--- src/rtl/mbm_pkg.sv ---
package mbm_pkg;
  typedef enum logic [2:0] {
    S_IDLE, S_ANNOUNCE, S_HOLD, S_T1, S_T2, S_T3, S_T4, S_REL
  } mbm_state_e;
endpackage

--- src/rtl/mbm_arb.sv ---
module mbm_arb (
  input  logic clk_i,
  input  logic rst_ni,
  input  logic idle_i,
  input  logic rx_evt_i,
  input  logic chan_attn_i,
  output logic launch_rd_o,
  output logic launch_wr_o,
  output logic int_req_o
);
  logic pend_rd_q, pend_wr_q;

  // reads take priority over writes
  always_comb begin
    launch_rd_o = idle_i & (chan_attn_i | pend_rd_q);
    launch_wr_o = idle_i & ~launch_rd_o & (rx_evt_i | pend_wr_q);
  end

  always_ff @(posedge clk_i or negedge rst_ni) begin
    if (!rst_ni) begin
      pend_rd_q <= 1'b0;
      pend_wr_q <= 1'b0;
      int_req_o <= 1'b0;
    end else begin
      pend_rd_q <= (pend_rd_q | chan_attn_i) & ~launch_rd_o;
      pend_wr_q <= (pend_wr_q | rx_evt_i) & ~launch_wr_o;
      if (launch_rd_o)      int_req_o <= 1'b0;
      else if (launch_wr_o) int_req_o <= 1'b1;
    end
  end

  a_r10_write_waits: assert property (@(posedge clk_i) disable iff (!rst_ni)
    (pend_wr_q && !launch_wr_o) |=> pend_wr_q);
  a_r3_int_cleared: assert property (@(posedge clk_i) disable iff (!rst_ni)
    launch_rd_o |=> !int_req_o);
endmodule

--- src/rtl/mbm_seq.sv ---
module mbm_seq
  import mbm_pkg::*;
(
  input  logic       clk_i,
  input  logic       rst_ni,
  input  logic       launch_rd_i,
  input  logic       launch_wr_i,
  input  logic       hlda_i,
  input  logic       ready_i,
  output mbm_state_e state_o,
  output logic       is_rd_o,
  output logic       idle_o,
  output logic       hold_o,
  output logic       capture_o
);
  mbm_state_e state_q, state_d;
  logic       rd_q;

  always_comb begin
    state_d = state_q;
    unique case (state_q)
      S_IDLE:     if (launch_rd_i | launch_wr_i) state_d = S_ANNOUNCE;
      S_ANNOUNCE: state_d = S_HOLD;
      S_HOLD:     if (hlda_i) state_d = S_T1;
      S_T1:       state_d = S_T2;
      S_T2:       state_d = S_T3;
      S_T3:       if (ready_i) state_d = S_T4;
      S_T4:       state_d = S_REL;
      S_REL:      if (!hlda_i) state_d = S_IDLE;
      default:    state_d = S_IDLE;
    endcase
  end

  always_ff @(posedge clk_i or negedge rst_ni) begin
    if (!rst_ni) begin
      state_q <= S_IDLE;
      rd_q    <= 1'b0;
    end else begin
      state_q <= state_d;
      if (state_q == S_IDLE && (launch_rd_i | launch_wr_i)) rd_q <= launch_rd_i;
    end
  end

  assign state_o   = state_q;
  assign is_rd_o   = rd_q;
  assign idle_o    = (state_q == S_IDLE);
  assign hold_o    = (state_q == S_HOLD) || (state_q == S_T1) || (state_q == S_T2) ||
                     (state_q == S_T3)   || (state_q == S_T4);
  assign capture_o = (state_q == S_T3) && ready_i && rd_q;

  a_r2_hold_follows: assert property (@(posedge clk_i) disable iff (!rst_ni)
    (state_q == S_ANNOUNCE) |=> hold_o);
  a_r4_wait_grant: assert property (@(posedge clk_i) disable iff (!rst_ni)
    (state_q == S_HOLD && !hlda_i) |=> (state_q == S_HOLD && hold_o));
  a_r5_t1_single: assert property (@(posedge clk_i) disable iff (!rst_ni)
    (state_q == S_T1) |=> (state_q == S_T2));
  a_r7_wait_state: assert property (@(posedge clk_i) disable iff (!rst_ni)
    (state_q == S_T3 && !ready_i) |=> (state_q == S_T3));
  a_r8_hold_drops: assert property (@(posedge clk_i) disable iff (!rst_ni)
    (state_q == S_T4) |=> !hold_o);
endmodule

--- src/rtl/mbm_bus.sv ---
module mbm_bus
  import mbm_pkg::*;
#(
  parameter int W = 16
) (
  input  logic           clk_i,
  input  logic           rst_ni,
  input  logic           launch_rd_i,
  input  logic           launch_wr_i,
  input  logic [W-1:0]   wr_addr_i,
  input  logic [W-1:0]   wr_data_i,
  input  logic [W-1:0]   rd_addr_i,
  input  mbm_state_e     state_i,
  input  logic           is_rd_i,
  input  logic           hlda_i,
  input  logic           capture_i,
  input  logic [W-1:0]   ad_i,
  output logic [W-1:0]   ad_o,
  output logic           ad_oe_o,
  output logic [W-1:0]   rd_data_o,
  output logic           rd_valid_o
);
  localparam logic [W-1:0] Zero = '0;

  logic [W-1:0] addr_q, data_q;
  logic         own_phase, data_phase;

  always_ff @(posedge clk_i or negedge rst_ni) begin
    if (!rst_ni) begin
      addr_q     <= Zero;
      data_q     <= Zero;
      rd_data_o  <= Zero;
      rd_valid_o <= 1'b0;
    end else begin
      if (launch_rd_i)      addr_q <= rd_addr_i;
      else if (launch_wr_i) begin
        addr_q <= wr_addr_i;
        data_q <= wr_data_i;
      end
      if (capture_i) rd_data_o <= ad_i;
      rd_valid_o <= capture_i;
    end
  end

  assign data_phase = (state_i == S_T2) && !is_rd_i;
  assign own_phase  = (state_i == S_T1) || data_phase;
  assign ad_oe_o    = hlda_i && own_phase;
  assign ad_o       = !ad_oe_o ? Zero : (data_phase ? data_q : addr_q);

  a_r7_valid_pulse: assert property (@(posedge clk_i) disable iff (!rst_ni)
    rd_valid_o |=> !rd_valid_o);
  a_r7_read_t2_released: assert property (@(posedge clk_i) disable iff (!rst_ni)
    (state_i == S_T2 && is_rd_i) |-> !ad_oe_o);
endmodule

--- src/rtl/mux_bus_master.sv ---
module mux_bus_master #(
  parameter int W = 16
) (
  input  logic         clk_i,
  input  logic         rst_ni,
  input  logic         rx_evt_i,
  input  logic         chan_attn_i,
  input  logic         hlda_i,
  input  logic         ready_i,
  input  logic [W-1:0] wr_addr_i,
  input  logic [W-1:0] wr_data_i,
  input  logic [W-1:0] rd_addr_i,
  input  logic [W-1:0] ad_i,
  output logic         int_req_o,
  output logic         hold_o,
  output logic [W-1:0] ad_o,
  output logic         ad_oe_o,
  output logic [W-1:0] rd_data_o,
  output logic         rd_valid_o
);
  import mbm_pkg::*;

  logic       launch_rd, launch_wr, idle, is_rd, capture;
  mbm_state_e state;

  mbm_arb u_arb (
    .clk_i(clk_i), .rst_ni(rst_ni), .idle_i(idle),
    .rx_evt_i(rx_evt_i), .chan_attn_i(chan_attn_i),
    .launch_rd_o(launch_rd), .launch_wr_o(launch_wr), .int_req_o(int_req_o)
  );

  mbm_seq u_seq (
    .clk_i(clk_i), .rst_ni(rst_ni),
    .launch_rd_i(launch_rd), .launch_wr_i(launch_wr),
    .hlda_i(hlda_i), .ready_i(ready_i),
    .state_o(state), .is_rd_o(is_rd), .idle_o(idle),
    .hold_o(hold_o), .capture_o(capture)
  );

  mbm_bus #(.W(W)) u_bus (
    .clk_i(clk_i), .rst_ni(rst_ni),
    .launch_rd_i(launch_rd), .launch_wr_i(launch_wr),
    .wr_addr_i(wr_addr_i), .wr_data_i(wr_data_i), .rd_addr_i(rd_addr_i),
    .state_i(state), .is_rd_i(is_rd), .hlda_i(hlda_i), .capture_i(capture),
    .ad_i(ad_i), .ad_o(ad_o), .ad_oe_o(ad_oe_o),
    .rd_data_o(rd_data_o), .rd_valid_o(rd_valid_o)
  );

  a_r9_oe_within_hold: assert property (@(posedge clk_i) disable iff (!rst_ni)
    ad_oe_o |-> (hold_o && hlda_i));
endmodule

--- config.mk ---
export PLATFORM = sky130hd
export DESIGN_NAME = mux_bus_master
export DESIGN_NICKNAME = d
export VERILOG_FILES = /design/src/rtl/mbm_pkg.sv /design/src/rtl/mbm_arb.sv /design/src/rtl/mbm_seq.sv /design/src/rtl/mbm_bus.sv /design/src/rtl/mux_bus_master.sv
export SDC_FILE = /design/constraint.sdc
export NUM_CORES = 1
export LEC_CHECK = 0
export ABC_AREA = 1
export CORE_ASPECT_RATIO = 0.6
export CORE_MARGIN = 3
export CORE_UTILIZATION = 30
export DETAILED_ROUTE_END_ITERATION = 7
export DONT_BUFFER_PORTS = 1
export GPL_ROUTABILITY_DRIVEN = 0
export REMOVE_ABC_BUFFERS = 1
export SYNTH_ARGS = -nofsm -noshare
export SYNTH_HDL_FRONTEND = slang
export SYNTH_HIERARCHICAL = 1
export SYNTH_SLANG_ARGS = --single-unit
--- constraint.sdc ---
create_clock -name clk_i -period 1.6 [get_ports clk_i]
set_input_delay 0.32 -clock clk_i [delete_from_list [all_inputs] [get_ports clk_i]]
set_output_delay 0.32 -clock clk_i [all_outputs]
set_load 0.02 [all_outputs]
==> flow_summary.yaml <==
status:
  status: "finished with violations"
  failed_checks: "hold timing, setup timing"
power_and_ir_drop:
  comb_power_share: 0.519
  pwr-share-seq: 0.328
  p_int_w: 0.00496
  ir_drop_v: 0.000701
  cellLeakagePower_nw: 2.32
  p_switching_w: 0.00333
  clkPwrFrac: 0.153
  powerDensity_mw_per_mm2: 1910
  power_w: 0.00829
  p_sw_frac: 0.402
global_route:
  top_usage_layer: "met2"
  antenna_found_initial: 0
  gr-usage-met2: 0.251
  grt_max_degree: 57
  grt_pass1_vias: 2540
  overflow: 0
  grt_pass1_wl_um: 13200
  met3_usage: 0.0445
  met1_usage: 0.234
  grtUsageTotal: 0.166
cts:
  clk_latency_ns: 0.30
  numClockSinks: 56
  cts_buffers: 5
  cts_tree: "built"
  clk_pin_slew_ns: 0.07
  clockRootBuffer: "clkbuf_16"
  clock_path_buffers: 2
  h-tree-depth: 2
synth:
  ys_seq_area_frac: 0.510
  yosysWarnings: 6
  syn_area_per_cell_sq_um: 8.08
  synth_seq_cells: 56
  synth_area_sq_mm: 0.00275
  netlist_instances: 340
  yosysUniqueCellTypes: 24
floorplanning:
  ioPinCount: 106
  die-area_sq_mm: 0.0104
  core.rowCount: 26
  dieHeight_um: 80.1
  die_x_um: 130
  initial_core_util: 0.315
  core_sq_mm: 0.00872
sta:
  min_period_ns: 1.96
  fin_skew_ns: 0.00435
  rsz0062_at_grt: "true"
  drv_slew: 0
  timing_hold_violations_final: 56
  setup_viol: 69
  max-slew-margin-rel: 0.776
  final.period_utilization: 1.22
  worst_slack_ns: -0.359
  fmax_ghz: 0.510
  worstMarginPinSlew_ns: 0.333
  hold_ws_ns: -0.284
finish:
  fin_nets: 479
  drive_gt1_frac: 0.512
  num_antenna_cells: 0
  finalCoreUtilization: 0.497
  area_growth_pct: 57.6
  fillers: 806
worst_setup_path:
  path_cells: "buf_4 > nor2_4 > buf_6 > nand3_1 > nand2_1 > inv_1 > nor2_1 > buf_4"
  critPathSlowestCell: "dfrtp_1"
  end_kind: "output port"
  slowest_delay_ns: 0.39
  required_ns: 1.28
  crit_type: "flip-flop to output port"
  arrival_ns: 1.64
  startpoint_type: "flip-flop"
  critPathMaxFanout: 11
  cp_common_cell: "buf_4"
drt:
  drt-pass1-iter-count: 4
  drt_iter0_drc: 99
  wire_per_inst_um: 16.7
  num_vias: 2494
  drc_errors: 0
  wl_um: 8700
  postRouteAntennaNets: 0
  viasPerCell: 4.78
placement:
  io_buffers: 0
  place_ws_ns: -0.181
  hpwl_um: 5450
worst_hold_path:
  min_path_type: "input pin to asynchronous set/reset pin"
run:
  timing.max_cap.violations: 0
[cell usage in the layout (no fill, tap or decap), drive strengths merged]
cell	count
a21boi	1
a21oi	1
and3	1
buf	75
bufinv	1
clkbuf	6
clkinv	1
clkinvlp	1
dfrtp	56
inv	31
mux2	16
nand2	145
nand3	39
nor2	27
nor3	2
o21ai	5
o21bai	1
xnor2	1
[critical path, delay by kind of cell (launching register included)]
family | cells | cell delay [ns]
AND/OR/NAND/NOR | 4 | 0.42
buffers and inverters | 4 | 0.52
flip-flops | 1 | 0.39
[layout make-up]
class | count | area (sq um) | area share
timing repair buffer | 75 | 790 | 0.182
multi-input combinational | 239 | 1690 | 0.390
clock inverter | 2 | 38.8 | 0.00895
tap | 112 | 140 | 0.0323
timing repair inverter | 1 | 11.3 | 0.00260
inverter | 31 | 133 | 0.0306
clock buffer | 6 | 129 | 0.0297
sequential | 56 | 1400 | 0.323
[kinds of logic (layout without fill, tap and decap cells)]
family	after synthesis	count (layout)	synth area share
AO/OA/AOI/OAI	8	8	0.0164
XOR/XNOR	1	1	0.00319
buffers and inverters	45	115	0.0746
flip-flops	56	56	0.510
multiplexers	16	16	0.0655
AND/OR/NAND/NOR	214	214	0.330
[through the flow]
step	area, sq um	hold slack [ns]	cells	TNS (ns)
after floorplan	2660	0.0244	326	-14.25
after global placement	3140	0.0268	480	-1.85
after detailed placement	3140	0.0265	480	-4.64
after CTS	3950	-0.297	520	-9.85
after global routing	4330	-0.302	522	-16.55
final	4330	-0.284	522	-10.05
[state kept, by name, summed over array words and instances (netlist names)]
name              flops
u_arb/pend_wr_q       1
u_bus/data_q         16
u_arb/int_req_o       1
u_bus/rd_data_o      16
u_arb/pend_rd_q       1
u_seq/is_rd_o         1
u_bus/rd_valid_o      1
u_seq/state_o         3
u_bus/addr_q         16
[what timing repair did]
item,CTS,global route
endpoints found under the hold margin,56,56
setup endpoints to repair,69,70
gates cloned,4,1
pin swaps,16,28
resized for setup,79,113
buffers inserted,29,5
[path summary, 6_finish.rpt]
check | cells past startpoint | endpoint | start | slack (ns)
max | 8 | ad_o[5] | u_seq/state_o[0]$_DFFE_PN0P_ | -0.36
min | 0 | u_bus/addr_q[10]$_DFFE_PN0P_ | rst_ni | -0.28
max reg2reg | 13 | u_bus/data_q[14]$_DFFE_PN0P_ | u_seq/state_o[0]$_DFFE_PN0P_ | -0.12
min reg2reg | 2 | u_bus/data_q[0]$_DFFE_PN0P_ | u_bus/data_q[0]$_DFFE_PN0P_ | 0.48
max in group asynchronous | 0 | u_bus/rd_data_o[10]$_DFFE_PN0P_ | rst_ni | 1.77
min in group clk_i | 2 | u_bus/addr_q[6]$_DFFE_PN0P_ | wr_addr_i[6] | 0.12
[per-layer routing]
metal	routed length (um)	vias up
met3	551	10
li1	-	1188
met4	75	0
met5	0	-
met1	3990	1216
met2	4080	80
[synth_stat cells]
cell type,instances,area (sq um)
nand2_1,141,529
dfrtp_1,56,1400
nand3_1,39,195
inv_1,29,109
nor2_1,21,78.8
mux2_2,16,180
buf_2,9,45.0
o21ai_0,4,20.0
nor2_2,3,18.8
nor2_4,3,33.8
buf_4,2,15.0
inv_2,2,7.51
nand2_2,2,12.5
nand2_4,2,22.5
nor3_1,2,10.0
a21boi_0,1,7.51
a21oi_1,1,5.00
and3_2,1,7.51
buf_6,1,11.3
clkbuf_1,1,3.75
clkbuf_8,1,13.8
o21ai_1,1,5.00
o21bai_1,1,7.51
xnor2_1,1,8.76
[power by group through the flow]
stage | Sequential [W] | Clock, W | Combinational, W
floorplan | 0.00262 | 0 | 0.00163
global placement | 0.00266 | 0 | 0.00255
detailed placement | 0.00268 | 0 | 0.00262
CTS | 0.00267 | 0.00130 | 0.00366
global route | 0.00280 | 0.00137 | 0.00469
finish | 0.00272 | 0.00127 | 0.00430
Power figures use the tool's default switching activity.
